==> config.mk <==
export PLATFORM = sky130hd
export DESIGN_NAME = cond_eval
export DESIGN_NICKNAME = d
export VERILOG_FILES = /design/src/rtl/cond_eval.sv
export SDC_FILE = /design/constraint.sdc
export NUM_CORES = 1
export LEC_CHECK = 0
export ABC_AREA = 1
export BUFFER_PORTS_ARGS = -buffer_cell sky130_fd_sc_hd__buf_2
export CORE_AREA = 4 4 41 43
export DETAILED_ROUTE_END_ITERATION = 12
export DIE_AREA = 0 0 45 47
export GPL_TIMING_DRIVEN = 1
export PLACE_DENSITY = 0.66
export SYNTH_ARGS = -nofsm -noshare
export SYNTH_HDL_FRONTEND = slang
export SYNTH_SLANG_ARGS = --single-unit
==> constraint.sdc <==
create_clock -name clk -period 1.2 [get_ports clk]
set_input_delay 0.18 -clock clk [delete_from_list [all_inputs] [get_ports clk]]
set_output_delay 0.18 -clock clk [all_outputs]
set_load 0.05 [all_outputs]
==> src/rtl/cond_eval.sv <==
module cond_eval (
  input  logic       clk,
  input  logic       rst_n,
  input  logic       flag_we,
  input  logic       swap_en,
  input  logic [3:0] next_flags,
  input  logic [3:0] cond_code,
  input  logic       mov_req,
  input  logic       jmp_req,
  output logic [3:0] flags,
  output logic       cond_true,
  output logic       mov_we,
  output logic       jmp_take
);

  logic [3:0] act_q, alt_q;
  logic       fc, fz, fs, fv, slt, base;

  always_ff @(posedge clk or negedge rst_n) begin
    if (!rst_n) begin
      act_q <= '0;
      alt_q <= '0;
    end else if (swap_en) begin
      act_q <= alt_q;
      alt_q <= act_q;
    end else if (flag_we) begin
      act_q <= next_flags;
    end
  end

  assign {fc, fz, fs, fv} = act_q;
  assign slt = fs ^ fv;

  always_comb begin
    case (cond_code[3:1])
      3'd0:    base = 1'b1;
      3'd1:    base = fz;
      3'd2:    base = ~fc;
      3'd3:    base = slt;
      3'd4:    base = fz | slt;
      3'd5:    base = fs;
      3'd6:    base = fv;
      default: base = fc;
    endcase
  end

  assign cond_true = base ^ cond_code[0];
  assign flags     = act_q;
  assign mov_we    = mov_req & cond_true;
  assign jmp_take  = jmp_req & cond_true;

endmodule


Word level (Yosys, flattened, before mapping)
Cells that the tools add are included.
Word-level totals
  register bits: 8
  bits in latches: 0
  bits in writable memories: 0
  ROM bits: 0
  input bits: 14
  output and inout port bits: 7
  logic and storage cells: 19
  memories kept: 0
Operators by class
  add/subtract/negate cells: 0
  multipliers: 0
  divide/modulo/power cells: 0
  magnitude comparators: 0
  equal/unequal tests: 6
  shift-type cells: 0
  multiplexer cells: 3
  bitwise operators: 6
  reductions and logical operators: 2
Operator list (count)
  == test 3 bit (second input constant): 3
  2-to-1 mux 4 bit: 2
  case mux 1 bit (7 select lines): 1
  == test 3 x 2 -> 1 bit (second input constant): 2
  == test 3 x 1 -> 1 bit (second input constant): 1
  logical NOT 3 bit: 1
  AND 1 bit: 2
  nonzero test 2 bit: 1
  XOR 1 bit: 2
  NOT 1 bit: 1
  OR 1 bit: 1

Longest topological paths before layout
  word-level depth: 5
  mapped depth: 11
  depth with buffers taken out: 11

Worst setup path after synthesis
OpenSTA, ideal clock, no wires.
  path kind: flip-flop to output port
  start point: reg act_q[0] (netlist: flags[0])
  end point: out jmp_take
  data arrival time: 1.902 ns
  required time: 1.020 ns
  slack: -0.882 ns
  stages on the path, launching flop included: 11
  buffers on the path: 0
  cells stage by stage: dfrtp_1 inv_1 nand2_1 nand3b_4 nand2_2 nand2_1 nand2_1 nand2_1 nand2_1 nand2_2 nor2_1
Between the ends
  word-level cells in the longest chain between the ends: 5
RTL lines
  start: declaration: RTL line 16  | logic [3:0] act_q, alt_q;
  start signal: assignment: RTL line 24  | act_q <= alt_q;
  start signal: assignment: RTL line 27  | act_q <= next_flags;
  XOR 1 bit: RTL line 32  | assign slt = fs ^ fv;
  OR 1 bit: RTL line 40  | 3'd4: base = fz | slt;
  case mux 1 bit (7 select lines) *: RTL line 35  | case (cond_code[3:1])
  XOR 1 bit *: RTL line 47  | assign cond_true = base ^ cond_code[0];
  AND 1 bit *: RTL line 50  | assign jmp_take = jmp_req & cond_true;
  end: declaration: RTL line 13  | output logic jmp_take
Every way passes the cells marked *; elsewhere a longest branch is shown, timed or not.

Worst setup path in the final report
  start point: reg act_q[0] (netlist: flags[0])
  end point: out cond_true
Between the ends
  word-level cells in the longest chain between the ends: 4
RTL lines
  XOR 1 bit: RTL line 32
  OR 1 bit: RTL line 40
  case mux 1 bit (7 select lines) *: RTL line 35
  XOR 1 bit *: RTL line 47
  end: declaration: RTL line 11  | output logic cond_true,
Marked as above.

==> impl_metrics.py <==
metrics = {
    "grt": {
        "grtUsageMet3_pct": 2.68,
        "grt_antenna_before_repair": 0,
        "busiest_layer": "met2",
        "gr-usage-met2_pct": 22.6,
        "grt_max_degree": 14,
        "grt_pass1_vias": 524,
        "use_met1_pct": 16.7,
        "grt.total_usage_pct": 13.8,
        "grt_pass1_wl_um": 2060,
        "overflow": 0,
    },
    "clock_network": {
        "root_buffer": "clkbuf_4",
        "clock_sinks": 8,
        "clk_pin_slew_ns": 0.05,
        "clock_path_buffers": 2,
        "tritoncts": "done",
        "cts.htree.levels": 1,
        "clkLatencyLatePin_ns": 0.25,
        "numCtsBuffers": 3,
    },
    "synth": {
        "seq_area_frac_synth_pct": 41.2,
        "yosys-top-cells-area": "dfrtp_1 (41%), nand2_1 (16%), inv_1 (10%)",
        "yosysUniqueCellTypes": 14,
        "postSynthCellCount": 70,
        "synth.top_cell.area_share_pct": 41.2,
        "yosysWarningCount": 0,
        "syn_area_um2": 485,
        "syn_area_per_cell_um2": 6.94,
        "ys_ff_latch": 8,
        "syn_nets": 84,
        "yosys.area.top_type": "dfrtp_1",
    },
    "floorplan": {
        "pin_count": 21,
        "die_w_um": 45,
        "fp-row-count": 13,
        "start_util_pct": 37.3,
        "fp.dieH_um": 47,
        "core-area_mm2": 0.00130,
        "dieArea_mm2": 0.00212,
    },
    "timing": {
        "worst_pin_slew_ns": 0.248,
        "fin_crit_sh_pct": 143,
        "hold_slack_ns": 0.162,
        "tns_ns": -1.57,
        "slew_headroom_pct": 83.6,
        "post-route-min-period_ns": 1.71,
        "setup_violations": 4,
        "fin_skew_ns": 0.000119,
        "rsz0062_at_grt": "true",
        "hold_violations": 0,
        "fmax_ghz": 0.584,
        "slew_violations": 0,
        "setup_ws_ns": -0.514,
    },
    "run_status": {
        "outcome": "finished with violations",
        "violations": "setup timing",
    },
    "job": {
        "cap_viol_max_count": 0,
    },
    "placed_design": {
        "place_hpwl_um": 966,
        "gp_congestion": 0.784,
        "pre_cts_slack_ns": -0.335,
        "port_buffers": 20,
    },
    "layout": {
        "fillers": 143,
        "final_cell_mix": "nand2_1 (16), buf_2 (14), inv_1 (11)",
        "utilization_pct": 59.2,
        "nets": 117,
        "antenna_cells": 0,
        "layout_commonest_cell": "nand2_1",
        "drive_above_1_share_pct": 48.5,
        "area_delta_synth_final_pct": 58.8,
    },
    "pwr": {
        "power_leakage_nw": 0.423,
        "ir_drop_mv": 0.768,
        "power.density_mw_per_mm2": 1280,
    },
    "setup_path": {
        "critPathRequiredTime_ns": 1.02,
        "cp_max_fo": 4,
        "path_class": "flop to output pin",
        "crit_path_end_kind": "output pin",
        "cp.arrival_ns": 1.53,
        "cp-startpoint": "flags[0]",
        "r2r-start": "flags[1]",
        "crit_path_start_kind": "flop",
    },
    "detailed_routing": {
        "postRouteAntennaNets": 0,
        "wl_per_cell_um": 10.3,
        "vias_per_cell": 4.69,
        "firstDrtPassIters": 4,
        "vias": 544,
        "drtIter0Drc": 3,
        "drc": 0,
        "drt_wl_total_um": 1200,
    },
    "min_path": {
        "worstHoldStart": "next_flags[1]",
        "hold_path_class": "primary input to flop",
    },
}
worst max-delay path: stages (launching register included):
cell and delay (ns):
dfrtp_2 0.43, nand2_2 0.08, nand2_1 0.05, nand2_1 0.05, nor2_1 0.04, nor2_1 0.08, nand2_1 0.07, nand2_1 0.08
nand2_2 0.06, nand2_4 0.10, clkinvlp_4 0.10, buf_8 0.15
cell usage after synthesis:
cell,instances
nand2_1,21
inv_2,2
nand3_1,1
nor2_1,8
nand2_2,2
nand4_1,1
buf_2,1
a221oi_1,2
inv_1,13
o21ai_0,3
nand3b_4,1
o22ai_1,3
dfrtp_1,8
nor3_1,4
path summary, 6_finish.rpt:
path | slack [ns] | end | cells after the start
setup reg to reg | 0.22 | flags[1] | 4
setup / recovery | -0.51 | cond_true | 11
min in group asynchronous | 0.29 | alt_q[3] | 2
max in group asynchronous | 0.72 | flags[1] | 2
hold reg to reg | 0.47 | alt_q[2] | 2
hold / removal | 0.16 | flags[1] | 3
where the power goes:
group	leakage, nW	internal, mW	total [mW]	switching (mW)
clock	0.0138	0.115	0.207	0.0927
combinational	0.319	0.178	0.439	0.261
sequential	0.0896	0.311	0.339	0.0283
total	0.423	0.603	0.986	0.382
cell families after synthesis:
kind of cell	after synthesis	share of synthesized area (%)
AND/OR/NAND/NOR	38	35.6
flip-flops	8	41.2
buffers and inverters	16	12.6
AO/OA/AOI/OAI	8	10.6
layer usage:
layer  vias to the layer above  share of wire, %
met4                         0               2.2
met2                        19                47
met1                       234                44
met3                         6               7.0
met5                         -                 0
li1                        285                 -
sequential cells by signal (all words and copies together) (netlist names):
name and count:
alt_q 4, flags 4
per-stage QoR:
step / instances / cell area [um^2] / power (mW)
5_1_grt: 116 / 771 / 1.05
6_report: 116 / 771 / 0.986
3_3_place_gp: 111 / 686 / 0.723
3_5_place_dp: 111 / 686 / 0.728
2_1_floorplan: 70 / 519 / 0.598
4_1_cts: 116 / 764 / 0.992
layout make-up:
cell class	instances	area, um^2	share of cell area [%]
sequential	8	205	26.6
tap	15	18.8	2.44
clock buffer	3	22.5	2.92
inverter	15	60.1	7.79
timing repair buffer	29	208	26.9
multi-input combinational	46	256	33.3
what timing repair did:
action,in CTS,in global routing
pin swaps,0,1
endpoints found under the hold margin,8,0
hold buffers,1,0
resized for setup,13,3
endpoints found under the setup margin,5,6
setup buffers,1,0
No activity file was read; power rests on OpenSTA's default activity.
